## src/rtl/tmr16_pkg.sv

```systemverilog
package tmr16_pkg;

    localparam int unsigned DATA_W = 16;
    localparam int unsigned PS_W   = 10;

    typedef struct packed {
        logic       src_ext;
        logic [1:0] rsvd;
        logic [1:0] out_mode;
        logic [2:0] div_sel;
        logic       wrap_flag;
        logic       trig_flag;
        logic       clk_out;
        logic       updn;
        logic       trig_en;
        logic       run;
        logic       irq_en;
        logic       cap;
    } ctrl_t;

    typedef enum logic [1:0] {
        SEL_CTRL   = 2'd0,
        SEL_COUNT  = 2'd1,
        SEL_RELOAD = 2'd2,
        SEL_NONE   = 2'd3
    } sel_e;

    function automatic logic [PS_W-1:0] ps_limit(input logic [2:0] sel);
        case (sel)
            3'd1:    return PS_W'(3);
            3'd2:    return PS_W'(15);
            3'd3:    return PS_W'(63);
            3'd4:    return PS_W'(255);
            3'd5:    return PS_W'(1023);
            default: return '0;
        endcase
    endfunction

    function automatic logic toggle_mode(input ctrl_t c);
        return !c.cap && c.updn && (c.out_mode == 2'b00);
    endfunction

endpackage

```

## src/rtl/tmr16_sync.sv

```systemverilog
module tmr16_sync #(
    parameter int unsigned DEPTH = 2
) (
    input  logic clk,
    input  logic rst_n,
    input  logic pin,
    output logic level,
    output logic prev_level
);

    typedef struct packed {
        logic [DEPTH-1:0] chain;
        logic             prev;
    } sync_t;

    sync_t st_d, st_q;

    always_comb begin
        st_d       = st_q;
        st_d.chain = {st_q.chain[DEPTH-2:0], pin};
        st_d.prev  = st_q.chain[DEPTH-1];
    end

    always_ff @(posedge clk or negedge rst_n) begin
        if (!rst_n) st_q <= '0;
        else        st_q <= st_d;
    end

    assign level      = st_q.chain[DEPTH-1];
    assign prev_level = st_q.prev;

endmodule

```

## src/rtl/tmr16_presc.sv

```systemverilog
module tmr16_presc
    import tmr16_pkg::*;
(
    input  logic       clk,
    input  logic       rst_n,
    input  logic       run,
    input  logic [2:0] div_sel,
    output logic       tick
);

    logic [PS_W-1:0] cnt_d, cnt_q;
    logic [PS_W-1:0] limit;

    always_comb begin
        limit = ps_limit(div_sel);
        tick  = run && (cnt_q >= limit);
        if (!run || tick) cnt_d = '0;
        else              cnt_d = cnt_q + PS_W'(1);
    end

    always_ff @(posedge clk or negedge rst_n) begin
        if (!rst_n) cnt_q <= '0;
        else        cnt_q <= cnt_d;
    end

endmodule

```

## src/rtl/tmr16_step.sv

```systemverilog
module tmr16_step #(
    parameter int unsigned W = 16
) (
    input  logic [W-1:0] cur,
    input  logic [W-1:0] bound,
    input  logic         step,
    input  logic         use_bound,
    input  logic         down,
    output logic [W-1:0] nxt,
    output logic         wrap
);

    always_comb begin
        nxt  = cur;
        wrap = 1'b0;
        if (step) begin
            if (down) begin
                if (cur == '0) begin
                    nxt  = bound;
                    wrap = 1'b1;
                end else begin
                    nxt = cur - W'(1);
                end
            end else if ((use_bound && (cur == bound)) || (cur == {W{1'b1}})) begin
                nxt  = '0;
                wrap = 1'b1;
            end else begin
                nxt = cur + W'(1);
            end
        end
    end

endmodule

```

## src/rtl/tmr16_unit.sv

```systemverilog
module tmr16_unit
    import tmr16_pkg::*;
#(
    parameter int unsigned SYNC_DEPTH = 2
) (
    input  logic              clk,
    input  logic              rst_n,
    input  logic              wr_en,
    input  logic [1:0]        wr_sel,
    input  logic [DATA_W-1:0] wr_data,
    input  logic [1:0]        rd_sel,
    output logic [DATA_W-1:0] rd_data,
    input  logic              cnt_pin,
    input  logic              trig_pin,
    output logic              irq
);

    localparam int unsigned NPIN     = 2;
    localparam int unsigned PIN_CNT  = 0;
    localparam int unsigned PIN_TRIG = 1;

    typedef struct packed {
        ctrl_t             ctrl;
        logic [DATA_W-1:0] count;
        logic [DATA_W-1:0] reload;
    } state_t;

    state_t st_d, st_q;

    logic [NPIN-1:0] pin_raw, pin_lvl, pin_prev, pin_fall;

    assign pin_raw  = {trig_pin, cnt_pin};
    assign pin_fall = pin_prev & ~pin_lvl;

    for (genvar gi = 0; gi < NPIN; gi++) begin : g_pin
        tmr16_sync #(.DEPTH(SYNC_DEPTH)) u_sync (
            .clk        (clk),
            .rst_n      (rst_n),
            .pin        (pin_raw[gi]),
            .level      (pin_lvl[gi]),
            .prev_level (pin_prev[gi])
        );
    end

    logic              ps_tick;
    logic              tgl;
    logic              step;
    logic              down;
    logic              wrap;
    logic              trig_hit;
    logic [DATA_W-1:0] cnt_nx;

    tmr16_presc u_presc (
        .clk     (clk),
        .rst_n   (rst_n),
        .run     (st_q.ctrl.run),
        .div_sel (st_q.ctrl.div_sel),
        .tick    (ps_tick)
    );

    assign tgl  = toggle_mode(st_q.ctrl);
    assign step = st_q.ctrl.run &&
                  (st_q.ctrl.src_ext ? pin_fall[PIN_CNT] : ps_tick);
    assign down = tgl && !pin_lvl[PIN_TRIG];

    tmr16_step #(.W(DATA_W)) u_step (
        .cur       (st_q.count),
        .bound     (st_q.reload),
        .step      (step),
        .use_bound (!st_q.ctrl.cap),
        .down      (down),
        .nxt       (cnt_nx),
        .wrap      (wrap)
    );

    assign trig_hit = st_q.ctrl.trig_en && !st_q.ctrl.src_ext && pin_fall[PIN_TRIG] &&
                      (st_q.ctrl.cap || !st_q.ctrl.updn);

    always_comb begin
        st_d       = st_q;
        st_d.count = cnt_nx;
        if (wrap) begin
            st_d.ctrl.wrap_flag = 1'b1;
            if (tgl) st_d.ctrl.trig_flag = ~st_q.ctrl.trig_flag;
        end
        if (trig_hit) begin
            st_d.ctrl.trig_flag = 1'b1;
            if (st_q.ctrl.cap) st_d.reload = st_q.count;
        end
        if (wr_en) begin
            case (sel_e'(wr_sel))
                SEL_CTRL: begin
                    st_d.ctrl      = ctrl_t'(wr_data);
                    st_d.ctrl.rsvd = '0;
                end
                SEL_COUNT:  st_d.count  = wr_data;
                SEL_RELOAD: st_d.reload = wr_data;
                default: ;
            endcase
        end
    end

    always_ff @(posedge clk or negedge rst_n) begin
        if (!rst_n) st_q <= '0;
        else        st_q <= st_d;
    end

    logic [DATA_W-1:0] ctrl_word, cnt_word, rld_word;

    assign ctrl_word = st_q.ctrl;
    assign cnt_word  = st_q.count;
    assign rld_word  = st_q.reload;

    always_comb begin
        case (sel_e'(rd_sel))
            SEL_CTRL:   rd_data = ctrl_word;
            SEL_COUNT:  rd_data = cnt_word;
            SEL_RELOAD: rd_data = rld_word;
            default:    rd_data = '0;
        endcase
    end

    assign irq = (st_q.ctrl.wrap_flag && st_q.ctrl.irq_en && !st_q.ctrl.clk_out) ||
                 (st_q.ctrl.trig_flag && st_q.ctrl.irq_en && !tgl);

endmodule

```

## config.mk

```make
export PLATFORM = sky130hd
export DESIGN_NAME = tmr16_unit
export DESIGN_NICKNAME = d
export VERILOG_FILES = /design/src/rtl/tmr16_pkg.sv /design/src/rtl/tmr16_sync.sv /design/src/rtl/tmr16_presc.sv /design/src/rtl/tmr16_step.sv /design/src/rtl/tmr16_unit.sv
export SDC_FILE = /design/constraint.sdc
export NUM_CORES = 1
export LEC_CHECK = 0
export BUFFER_PORTS_ARGS = -buffer_cell sky130_fd_sc_hd__buf_2
export CORE_MARGIN = 2
export CORE_UTILIZATION = 32
export CTS_BUF_LIST = sky130_fd_sc_hd__clkbuf_8 sky130_fd_sc_hd__clkbuf_16
export CTS_CLUSTER_DIAMETER = 40
export DETAILED_ROUTE_END_ITERATION = 12
export RECOVER_POWER = 50
export SYNTH_ARGS = -nofsm -noshare
export SYNTH_HDL_FRONTEND = slang
export SYNTH_SLANG_ARGS = --single-unit
```

## constraint.sdc

```tcl
create_clock -name clk -period 2.7 [get_ports clk]
set_clock_uncertainty 0.2 [all_clocks]
set_input_delay 0.135 -clock clk [delete_from_list [all_inputs] [get_ports clk]]
set_output_delay 0.135 -clock clk [all_outputs]
set_load 0.1 [all_outputs]
```

Word level (Yosys, flattened, before mapping)
Cells that the tools add are included.
{"block": "totals", "output_inout_bits": 17, "word_cells": 86, "ff_bits": 62}
{"block": "op_classes", "addsub": 3, "n_mux": 21, "magnitude_cmp": 1, "n_bitwise": 3, "n_reduce_logical": 29, "n_eq_ne": 11}
{"op": "16-bit two-way mux", "count": 8}
{"op": "10-bit one-hot mux with 5 select lines", "count": 1}
{"op": "16-bit one-hot mux with 3 select lines", "count": 1}
{"op": "40-bit two-way mux", "count": 1}
{"op": "16-bit by 1-bit adder with 16-bit output (second input constant)", "count": 1}
{"op": "16-bit == test", "count": 1}
{"op": "16-bit == test (second input constant)", "count": 1}
{"op": "16-bit logical NOT", "count": 1}
{"op": "16-bit by 1-bit subtractor with 16-bit output (second input constant)", "count": 1}
{"op": "1-bit logical AND", "count": 13}
{"op": "10-bit by 1-bit adder with 10-bit output (second input constant)", "count": 1}
{"op": "10-bit greater-or-equal comparator", "count": 1}
{"op": "10-bit two-way mux", "count": 1}
{"op": "8-bit two-way mux", "count": 1}
{"op": "1-bit logical NOT", "count": 7}
{"op": "1-bit two-way mux", "count": 7}
{"op": "3-bit by 2-bit == test with 1-bit output (second input constant)", "count": 2}
{"op": "3-bit == test (second input constant)", "count": 2}
{"op": "2-bit logical NOT", "count": 3}
{"op": "2-bit by 1-bit == test with 1-bit output (second input constant)", "count": 2}
{"op": "2-bit == test (second input constant)", "count": 2}
{"op": "1-bit logical OR", "count": 4}
{"op": "3-bit by 1-bit == test with 1-bit output (second input constant)", "count": 1}
{"op": "2-bit AND", "count": 1}
{"op": "4 further kinds", "count": 4}

Depth between registers and ports, before layout
Gate-level depths: netlist (run 1).
{"block": "logic_depth", "word_depth": 11, "depth_mapped": 12}

Hierarchy
A second synthesis (run 1) with hierarchy kept.
{"block": "hier_totals", "hier_cells": 527, "hier_area_um2": 4570.6}
{"module": "tmr16_unit", "cells_each": 227, "n_inst": 1, "area_each_um2": 2312.2}
{"module": "tmr16_step", "cells_each": 217, "n_inst": 1, "area_each_um2": 1336.3}
{"module": "tmr16_presc", "cells_each": 77, "n_inst": 1, "area_each_um2": 772.0}
{"module": "tmr16_sync", "cells_each": 3, "n_inst": 2, "area_each_um2": 75.1}

Least setup slack after synthesis (run 1)
No wires, ideal clock.
{"block": "synth_timing", "path_kind": "input-to-output", "start": "in rd_sel[1]", "end": "out rd_data[10]", "path_buffers": 2, "setup_slack_ns": -0.771, "t_arrival_ns": 3.136, "path_stages": 4, "t_required_ns": 2.365, "path_cell_list": "clkbuf_1 -> clkbuf_1 -> mux2i_1 -> o21ai_0"}
{"block": "synth_via", "elab_chain_cells": 2}
{"element": "start: declaration", "line_no": "tmr16_unit.sv:11", "text": "input logic [1:0] rd_sel,"}
{"element": "2-bit == test, or another cell as far along", "line_no": "tmr16_unit.sv:115", "text": "case (sel_e'(rd_sel))"}
{"element": "16-bit one-hot mux with 3 select lines (*)", "line_no": "tmr16_unit.sv:115"}
{"element": "end: declaration", "line_no": "tmr16_unit.sv:12", "text": "output logic [DATA_W-1:0] rd_data,"}
Every way passes the cells marked *; elsewhere a longest branch is shown, timed or not.

==> flow_metrics.tcl, run 1 <==
set metrics [dict create \
    run_status "finished, violations left" \
    violations_in_the_final_reports "negative setup slack" \
    wl_per_cell_um 18.0 \
    syn-instance-count 511 \
    synth_mux_area_frac 0.0937 \
    die_w_um 122 \
    wire_length_of_the_first_global_routing_pass_um 22900 \
    dominant_combinational_cell_family_by_area_after_synthesis "simple AND/OR/NAND/NOR gates" \
    cts_made_buffers 9 \
    yosys.area_share.xor_xnor 0.0931 \
    gp_congestion 0.923 \
    fillers 1324 \
    flow.area_growth_from_synthesis_pct 38.5 \
    cts_sinks 62 \
    async_reset_ff_frac 1.00 \
    start_util 0.331 \
    worstSetupPathType "reg -> reg" \
    clock_tree.htree_level_count 3 \
    synth_top_area_frac 0.351 \
    min_period_over_period 1.03 \
    endpoint "cnt_word[4]$_DFF_PN0_" \
    final_critical_path_setup_slack_ps -84.8 \
    cts_max_path_buffers 2 \
    timing.reg2reg.worst_path_depth 10 \
    globalRouteOverflowTotal 0 \
    maxCapViolations 0 \
    insertedDiodeCount 0 \
    yosys.area_share.simple 0.224 \
    number_of_global_route_vias_before_repair 4238 \
    cts.reportedPaths.clkPinSlew_ps 50 \
    worst_pin_slew_ps 1090 \
    synth_edf_count 0 \
    synth_compound_gate_area_share 0.151 \
    crit_path_max_fanout 10 \
    yosys.area_share.adder 0.0368 \
    port-buffer-count 41 \
    detailedPlacementHpwl_um 10300 \
    drive_gt1_frac 0.304 \
    count_of_final_setup_violators 8 \
    endpoint_kind "flip-flop" \
    routed_via_density 5.36 \
    synth.yosys.seq_area_share 0.351 \
    post-layout-total-power_mw 5.38 \
    r2r_start "ctrl_word[10]$_DFFE_PN0P_" \
    cts_tree "built" \
    floorplan.rows 42 \
    yosysUniqueCellTypes 63 \
    finalCriticalPeriod_ps 2780 \
    drt_first_iter_violations 240 \
    drt_pass1_iterations 5 \
    synth_largest_area_cell "sky130_fd_sc_hd__dfrtp_1" \
    design.core.area_um2 13300 \
    maximum_number_of_pins_on_one_net_before_global_route_repair 41 \
    synth_top_cells_by_area "sky130_fd_sc_hd__dfrtp_1, sky130_fd_sc_hd__mux2i_1, sky130_fd_sc_hd__nor2_1" \
    power_density_nw_per_um2 879 \
    timing.hold.worst.class "reg -> reg" \
    synth_flop_cell "sky130_fd_sc_hd__dfrtp_1" \
    fp.dieArea_um2 14800 \
    route.vias.total 4224 \
    placed_area_um2 5450 \
    nets 647 \
    max_clock_freq_mhz 359 \
    detailed_route_wire_length_um 14200 \
    worst_setup_path_startpoint "ctrl_word[10]$_DFFE_PN0P_" \
    clock-root-buffer "sky130_fd_sc_hd__clkbuf_16" \
    timing.hold.ws_ps 151 \
    grt_antenna_before_repair 0 \
    synthesis.area_um2 4420 \
    clk_latency_ps 330 \
    startpoint_type "flip-flop" \
    most-common-layout-cells "sky130_fd_sc_hd__nor2_1, sky130_fd_sc_hd__dfrtp_1, sky130_fd_sc_hd__buf_4" \
    relSlewSlack 0.276 \
    r2r_slack_ps -80 \
    most_common_library_cell_in_the_layout_ignoring_fill_and_taps "sky130_fd_sc_hd__nor2_1" \
    synth.net_count 549 \
    antenna_left 0 \
    hold_viol 0 \
    die_h_um 122 \
    final_area_um2 6120 \
    vdd_ir_drop_max_mv 0.480 \
    ys_ff_latch 62 \
    static-leakage-power_nw 2.68 \
    design.portCount 42 \
    drc 0 \
    syn-mean-instance-area_um2 8.65 \
    grt_setup_unrepaired "yes" \
    ys_warn_count 0 \
    worstReg2RegEnd "cnt_word[4]$_DFF_PN0_" \
    arrival_ps 2790 \
    drv_slew 0 \
    critical_path_required_ps 2700 \
    grt_use_total 0.200 \
    fin_setup_tns_ps -378 \
]
critical path, cell delays in order (launching register included):
cell and delay (ps):
sky130_fd_sc_hd__dfrtp_2 450, sky130_fd_sc_hd__nor2b_4 160, sky130_fd_sc_hd__nor2_1 180, sky130_fd_sc_hd__ha_1 280
sky130_fd_sc_hd__a21oi_1 240, sky130_fd_sc_hd__o221ai_2 200, sky130_fd_sc_hd__a41o_1 300, sky130_fd_sc_hd__buf_12 150
sky130_fd_sc_hd__or3_1 330, sky130_fd_sc_hd__o21ai_1 80, sky130_fd_sc_hd__a31oi_1 60
through the flow:
| stage | setup WS, ps | cells | util |
|---|---|---|---|
| floorplan | -22.3 | 511 | - |
| global placement | -70.7 | 754 | 0.408 |
| detailed placement | -149 | 754 | 0.408 |
| CTS | -8.73 | 787 | 0.449 |
| global route | -240 | 788 | 0.459 |
| finish | -84.8 | 788 | 0.459 |
routing by layer:
layer  share of wire  GRT usage  vias to the layer above  wire length [µm]
met5               0          0                        -                 0
met4           0.012     0.0618                        0               176
met3           0.039     0.0243                       14               551
met2            0.50      0.335                      121              7160
met1            0.45      0.272                     2090              6330
li1                -          -                     1999                 -
registers in the layout (all words and copies together), names as in the netlist:
signal and flops:
cnt_word 16, ctrl_word 14, g_pin.u_sync.level 2, g_pin.u_sync.prev_level 2
g_pin.u_sync.st_d 2, rld_word 16, u_presc.cnt_q 10
worst min path at each step:
| stage | from | end | slack, ps | cells after the start |
|---|---|---|---|---|
| floorplan | rst_n | cnt_word[0]$_DFF_PN0_ | -360 | 0 |
| global placement | cnt_pin | g_pin[0].u_sync.st_d[2]$_DFF_PN0_ | 50 | 1 |
| detailed placement | cnt_pin | g_pin[0].u_sync.st_d[2]$_DFF_PN0_ | 40 | 1 |
| CTS | g_pin[1].u_sync.st_d[2]$_DFF_PN0_ | g_pin[1].u_sync.level$_DFF_PN0_ | 150 | 0 |
| global route | g_pin[1].u_sync.st_d[2]$_DFF_PN0_ | g_pin[1].u_sync.level$_DFF_PN0_ | 160 | 0 |
| finish | g_pin[1].u_sync.st_d[2]$_DFF_PN0_ | g_pin[1].u_sync.level$_DFF_PN0_ | 150 | 0 |
timing repair:
| item | 4_1_cts | 5_1_grt |
|---|---|---|
| buffers inserted | 0 | 1 |
| setup endpoints to repair | 17 | 17 |
| resized for setup | 11 | 31 |
| pin swaps | 5 | 11 |
| hold buffers | 19 | 0 |
| endpoints found under the hold margin | 84 | 0 |
cell families (layout without fill, tap and decap cells):
family                   Yosys count  after routing
adder cells (fa/ha/maj)           13             13
AND/OR/NAND/NOR                  195            195
flip-flops                        62             62
multiplexers                      40             40
XOR/XNOR                          47             47
AO/OA/AOI/OAI                    106            106
buffers and inverters             48            149
layout make-up:
| cell class | count | area [µm²] | share of cell area |
|---|---|---|---|
| multi-input combinational | 401 | 2880 | 0.470 |
| sequential | 62 | 1550 | 0.254 |
| timing repair buffer | 126 | 1150 | 0.188 |
| clock buffer | 10 | 239 | 0.0390 |
| tap | 176 | 220 | 0.0360 |
| clock inverter | 4 | 48.8 | 0.00797 |
| inverter | 9 | 33.8 | 0.00552 |
Yosys cell counts (all sizes together) (2+ instances only):
| cell | count |
|---|---|
| a211oi | 3 |
| a21oi | 37 |
| a221oi | 5 |
| a22o | 2 |
| a311oi | 3 |
| a31oi | 4 |
| a41oi | 2 |
| and2 | 2 |
| and3 | 6 |
| buf | 15 |
| clkbuf | 24 |
| dfrtp | 62 |
| ha | 13 |
| inv | 9 |
| mux2 | 11 |
| mux2i | 29 |
| nand2 | 48 |
| nand2b | 2 |
| nand3 | 18 |
| nand3b | 2 |
| nand4 | 3 |
| nor2 | 67 |
| nor2b | 7 |
| nor3 | 19 |
| nor3b | 2 |
| nor4 | 5 |
| o211ai | 4 |
| o21ai | 31 |
| or2 | 2 |
| or3 | 5 |
| or4 | 3 |
| xnor2 | 20 |
| xor2 | 27 |
power breakdown:
part | internal [mW] | total (mW) | leakage [nW] | switching [mW]
clock network | 0.727 | 1.15 | 0.144 | 0.420
logic | 1.19 | 2.79 | 1.81 | 1.60
registers | 1.15 | 1.45 | 0.731 | 0.294
total | 3.07 | 5.38 | 2.68 | 2.31
No activity file was read; power rests on OpenSTA's default activity.
==> run 2: changes to the inputs <==
CORE_UTILIZATION = 50   (was 32)
CTS_BUF_LIST = default   (was sky130_fd_sc_hd__clkbuf_8 sky130_fd_sc_hd__clkbuf_16)
PLACE_DENSITY = 0.72   (was default)
==> run 2 against run 1 <==
  * The run still ends with negative setup slack left
  * Core utilization is 24 points higher
  * Flip-flop and latch count unchanged
  * Die area decreased by 35%
  * Clock-buffer cell count did not move
  * Worst setup slack lost 100 ps
  * Non-clock buffer count increased by 1
  * Combinational power grew 1%
  * Sequential power hardly changed
  * Critical endpoint is now cnt_word[8]$_DFF_PN0_
==> flow_metrics.tcl, run 2 (synthesized netlist as in run 1, its figures left out) <==
set metrics [dict create \
    run_status "finished, violations left" \
    vdd_ir_drop_max_mv 0.512 \
    die_w_um 98.0 \
    detailedPlacementHpwl_um 9840 \
    power.internal_mw 2.88 \
    groute.layer.met1.usage 0.399 \
    max_clock_freq_mhz 346 \
    floorplan.rows 34 \
    fin_setup_tns_ps -474 \
    flow.area_growth_from_synthesis_pct 37.1 \
    worstSetupPathType "reg -> reg" \
    grt_antenna_before_repair 0 \
    startpoint_type "flip-flop" \
    maximum_number_of_pins_on_one_net_before_global_route_repair 42 \
    post-place-cells 682 \
    critPathMaxStageDelay_ps 490 \
    worst_pin_slew_ps 1000 \
    cts_max_path_buffers 2 \
    placed_area_um2 5310 \
    gp_congestion 0.954 \
    timing.hold.ws_ps 150 \
    relSlewSlack 0.331 \
    clock-root-buffer "sky130_fd_sc_hd__clkbuf_8" \
    wire_length_of_the_first_global_routing_pass_um 22800 \
    instances_no_fill 723 \
    nets 648 \
    most_common_library_cell_in_the_layout_ignoring_fill_and_taps "sky130_fd_sc_hd__nor2_1" \
    post-layout-total-power_mw 5.24 \
    endpoint_kind "flip-flop" \
    start_util 0.512 \
    cts.reportedPaths.clkPinSlew_ps 80 \
    detailed_route_wire_length_um 14800 \
    clock_power_share 0.177 \
    worst_setup_path_startpoint "ctrl_word[9]$_DFFE_PN0P_" \
    drc 0 \
    violations_in_the_final_reports "negative setup slack" \
    place_ws_ps -126 \
    grt_use_met2 0.469 \
    final_area_um2 6060 \
    wl_per_cell_um 20.5 \
    globalRouteOverflowTotal 0 \
    arrival_ps 2920 \
    static-leakage-power_nw 2.67 \
    grt_use_total 0.298 \
    design.core.area_um2 8640 \
    hold_viol 0 \
    most-common-layout-cells "sky130_fd_sc_hd__nor2_1, sky130_fd_sc_hd__buf_4, sky130_fd_sc_hd__dfrtp_1" \
    crit_path_max_fanout 6 \
    die_h_um 98.0 \
    design.portCount 42 \
    maxCapViolations 0 \
    power_density_nw_per_um2 864 \
    grt_setup_unrepaired "yes" \
    critical_path_required_ps 2730 \
    min_period_over_period 1.07 \
    drt_pass1_iterations 5 \
    clk_latency_ps 350 \
    antenna_left 0 \
    route.vias.total 4502 \
    number_of_global_route_vias_before_repair 4348 \
    final_core_util 0.702 \
    finalCriticalPeriod_ps 2890 \
    grt_most_used_layer "met2" \
    comb_power_share 0.541 \
    cts_sinks 62 \
    fillers 645 \
    cts_tree "built" \
    cp_slowest_cell "sky130_fd_sc_hd__dfrtp_2" \
    hold_start "wr_sel[1]" \
    port-buffer-count 41 \
    fp.dieArea_um2 9610 \
    drive_gt1_frac 0.330 \
    grt.met3_usage 0.0709 \
    timing.hold.worst.class "in -> reg" \
    count_of_final_setup_violators 7 \
    drv_slew 0 \
    routed_via_density 6.23 \
    switching_power_mw 2.36 \
    clock_tree.htree_level_count 3 \
    cts_made_buffers 9 \
    crit_path_cell_trace "nor2b_4 > inv_2 > ha_4 > a21oi_2 > nor2_1 > o311a_1 > a41o_2 > buf_6 > nor3_1 > or2_4 > o2bb2ai_1" \
    drt_first_iter_violations 505 \
    insertedDiodeCount 0 \
    switching_share 0.450 \
    r2r_start "ctrl_word[9]$_DFFE_PN0P_" \
    seq_power_share 0.282 \
    final_critical_path_setup_slack_ps -189 \
]
[run 2: cell types whose count changed in the layout (fill, tap and decap cells not counted), moves of 3 or more]
| cell | change |
|---|---|
| sky130_fd_sc_hd__clkbuf_16 | -9 |
| sky130_fd_sc_hd__clkbuf_8 | +8 |
| sky130_fd_sc_hd__buf_6 | +4 |
| sky130_fd_sc_hd__ha_1 | -4 |
| sky130_fd_sc_hd__nor3_1 | +4 |
| sky130_fd_sc_hd__nor3_2 | -4 |
| sky130_fd_sc_hd__dfrtp_1 | -3 |
| sky130_fd_sc_hd__dfrtp_2 | +3 |
| sky130_fd_sc_hd__ha_4 | +3 |
[run 2: critical path, delay by kind of cell (launching register included)]
family | cells | cell delay (ps)
flip-flops | 1 | 490
buffers and inverters | 2 | 220
AND/OR/NAND/NOR | 4 | 800
adder cells (fa/ha/maj) | 1 | 220
AO/OA/AOI/OAI | 4 | 830
[run 2: area by class of cell]
type                    instances  area, µm²  area share
well taps                     108        135      0.0223
multi-input cells             401       2970       0.489
inverters                       9       33.8     0.00557
flip-flops and latches         62       1560       0.257
clock inverters                 6       86.3      0.0142
clock buffers                  10        128      0.0211
repair buffers                127       1160       0.191
[run 2: final timing paths]
| check | endpoint | slack (ps) | cells after the start |
|---|---|---|---|
| max reg2reg | cnt_word[8]$_DFF_PN0_ | -190 | 11 |
| min in group asynchronous | cnt_word[3]$_DFF_PN0_ | 300 | 2 |
| min reg2reg | g_pin[1].u_sync.level$_DFF_PN0_ | 160 | 0 |
| min | ctrl_word[15]$_DFFE_PN0P_ | 150 | 5 |
| max | cnt_word[8]$_DFF_PN0_ | -190 | 11 |
| max in group asynchronous | g_pin[1].u_sync.st_d[2]$_DFF_PN0_ | 1240 | 3 |
[run 2: power groups by stage]
stage                     Combinational [mW]  Sequential, mW  Clock [mW]
after floorplan                         1.76            1.34           0
after global placement                  2.51            1.45           0
after detailed placement                2.55            1.45           0
after CTS                               2.63            1.44       0.930
after global routing                    3.02            1.51       0.983
final                                   2.83            1.47       0.929
[run 2: what timing repair did]
action	CTS	global route
resized for setup	15	48
setup buffers	3	3
setup endpoints to repair	16	18
hold buffers	19	0
hold endpoints to repair	86	0
pin swaps	5	15
[run 2: per-layer routing]
| metal | share of wire | up-vias |
|---|---|---|
| met3 | 0.087 | 55 |
| li1 | - | 1997 |
| met1 | 0.39 | 2197 |
| met4 | 0.036 | 0 |
| met2 | 0.49 | 253 |
| met5 | 0 | - |
==> run 3: changes to the inputs <==
BUFFER_PORTS_ARGS = default   (was -buffer_cell sky130_fd_sc_hd__buf_2)
DONT_BUFFER_PORTS = 1   (was default)
PLACE_DENSITY = default   (was 0.72)
clock period = 3.4 ns   (was 2.7 ns; I/O delays follow)
==> run 3 against run 2 <==
  * The flow finishes with violations (max-capacitance violations, max-slew violations)
  * Cell area is 18% lower
  * Core utilization is 12 points lower
  * Worst setup slack better by 490 ps
  * Combinational power is 45% lower
  * Cell count is 12% lower
  * First-iteration DRC count is 22% lower
  * Fmax is 6.7% lower
  * Critical path depth is 2 lower
  * Sequential power is 14% lower
  * Total power is 32% lower
==> flow_metrics.tcl, run 3 (synthesized netlist as in run 1, its figures left out) <==
set metrics [dict create \
    worst_pin_slew_ps 1590 \
    insertedDiodeCount 0 \
    maxCapViolations 1 \
    run_status "finished, violations left" \
    comb_power_share 0.436 \
    post_cts_resized 0 \
    antenna_left 0 \
    cp_slowest_cell "sky130_fd_sc_hd__a41o_1" \
    globalRouteOverflowTotal 0 \
    die_h_um 98.0 \
    critical_path_required_ps 3420 \
    gp_congestion 0.897 \
    hold-path-endpoint "ctrl_word[7]$_DFF_PN0_" \
    cts_max_path_buffers 2 \
    arrival_ps 3120 \
    seq_power_share 0.351 \
    static-leakage-power_nw 2.17 \
    design.core.area_um2 8640 \
    hold_viol 0 \
    timing.reg2reg.worst_path_depth 9 \
    timing.hold.worst.class "in -> reg" \
    nets 561 \
    design.portCount 42 \
    grt_setup_unrepaired "no" \
    detailedPlacementHpwl_um 9170 \
    clock_tree.htree_level_count 3 \
    critPathMaxStageDelay_ps 490 \
    finalCriticalPeriod_ps 3100 \
    most-common-layout-cells "sky130_fd_sc_hd__nor2_1, sky130_fd_sc_hd__dfrtp_1, sky130_fd_sc_hd__nand2_1" \
    hold_start "wr_sel[1]" \
    clock_power_share 0.213 \
    drt_pass1_iterations 5 \
    drc 0 \
    r2r_slack_ps 300 \
    fin_setup_tns_ps 0 \
    post_cts_repair_setup_buffers 0 \
    power.internal_mw 1.88 \
    detailed_route_wire_length_um 13200 \
    drv_slew 63 \
    wl_per_cell_um 20.8 \
    port-buffer-count 0 \
    power_density_nw_per_um2 718 \
    final_core_util 0.579 \
    startpoint_type "flip-flop" \
    min_period_over_period 0.911 \
    cts.reportedPaths.clkPinSlew_ps 80 \
    number_of_global_route_vias_before_repair 3809 \
    start_util 0.512 \
    wire_length_of_the_first_global_routing_pass_um 21100 \
    die_w_um 98.0 \
    cts_tree "built" \
    fp.dieArea_um2 9610 \
    drt_first_iter_violations 395 \
    final_critical_path_setup_slack_ps 302 \
    endpoint_kind "flip-flop" \
    crit_path_max_fanout 10 \
    vdd_ir_drop_max_mv 0.371 \
    routed_via_density 6.12 \
    worstReg2RegEnd "cnt_word[12]$_DFF_PN0_" \
    grt_antenna_before_repair 0 \
    most_common_library_cell_in_the_layout_ignoring_fill_and_taps "sky130_fd_sc_hd__nor2_1" \
    worstSetupPathType "reg -> reg" \
    switching_share 0.474 \
    violations_in_the_final_reports "max-capacitance violations, max-slew violations" \
    instances_no_fill 636 \
    cts_made_buffers 9 \
    r2r_start "ctrl_word[10]$_DFFE_PN0P_" \
    hold-path-cell-count 4 \
    maximum_number_of_pins_on_one_net_before_global_route_repair 63 \
    floorplan.rows 34 \
    drive_gt1_frac 0.153 \
    grt_use_total 0.280 \
    switching_power_mw 1.70 \
    clock-root-buffer "sky130_fd_sc_hd__clkbuf_8" \
    max_clock_freq_mhz 323 \
    place_ws_ps 320 \
    route.vias.total 3890 \
    cts_sinks 62 \
    count_of_final_setup_violators 0 \
    clk_latency_ps 350 \
    crit_path_cell_trace "nor2b_1 > a21oi_1 > ha_1 > nand4_1 > o221ai_1 > a41o_1 > nand2_1 > a311oi_1 > nor3_1" \
    relSlewSlack -0.0621 \
    worst_setup_path_startpoint "ctrl_word[10]$_DFFE_PN0P_" \
    post-place-cells 600 \
    flow.area_growth_from_synthesis_pct 13.0 \
]
run 3: cell count changes in the layout (fill, tap and decap cells not counted), moves of 7 or more:
cell / change
sky130_fd_sc_hd__buf_12: -16
sky130_fd_sc_hd__buf_4: -42
sky130_fd_sc_hd__ha_1: +7
sky130_fd_sc_hd__o21ai_1: -7
sky130_fd_sc_hd__buf_2: -25
run 3: worst max path at each step:
stage	cells after the start	endpoint	slack [ps]
after CTS	10	cnt_word[8]$_DFF_PN0_	300
after global placement	9	cnt_word[9]$_DFF_PN0_	420
final	9	cnt_word[12]$_DFF_PN0_	300
after global routing	11	cnt_word[13]$_DFF_PN0_	120
after detailed placement	9	cnt_word[12]$_DFF_PN0_	320
after floorplan	3	rd_data[0]	380
run 3: final cells by class:
cell class / instances / area (µm²)
inverter: 9 / 33.8
clock buffer: 9 / 124
sequential: 62 / 1550
tap: 108 / 135
fill: 778 / 3640
timing repair buffer: 40 / 345
clock inverter: 7 / 103
multi-input combinational: 401 / 2700
run 3: power by group through the flow:
stage	logic [mW]	clock network, mW	registers, mW
after CTS	1.56	0.784	1.25
after detailed placement	1.51	0	1.26
after floorplan	1.38	0	1.06
final	1.56	0.764	1.26
after global placement	1.49	0	1.25
after global routing	1.69	0.809	1.29
run 3: per-stage QoR:
step	power, mW	area, µm²	hold WS, ps
after detailed placement	2.77	4570	-324
after global placement	2.75	4570	-323
final	3.59	5000	46.5
after global routing	3.78	5000	65.9
after CTS	3.59	5020	36.6
after floorplan	2.44	4420	-326
run 3: what timing repair did:
| item | in CTS | in global routing |
|---|---|---|
| setup endpoints to repair | 0 | 0 |
| hold endpoints to repair | 110 | 0 |
| hold buffers | 20 | 0 |
run 3: layer usage:
| metal | up-vias | track usage | part of all wire |
|---|---|---|---|
| met3 | 14 | 0.0687 | 0.076 |
| met4 | 0 | 0.0641 | 0.015 |
| met5 | - | 0 | 0 |
| met2 | 148 | 0.451 | 0.48 |
| met1 | 1905 | 0.384 | 0.43 |
| li1 | 1823 | - | - |
run 3: worst max-delay path: cells and delay by family (launching register included):
family	cells	cell delay, ps
adders and majority gates	1	340
AOI/OAI and AO/OA	4	1230
and+or+nand+nor	4	780
DFF	1	430
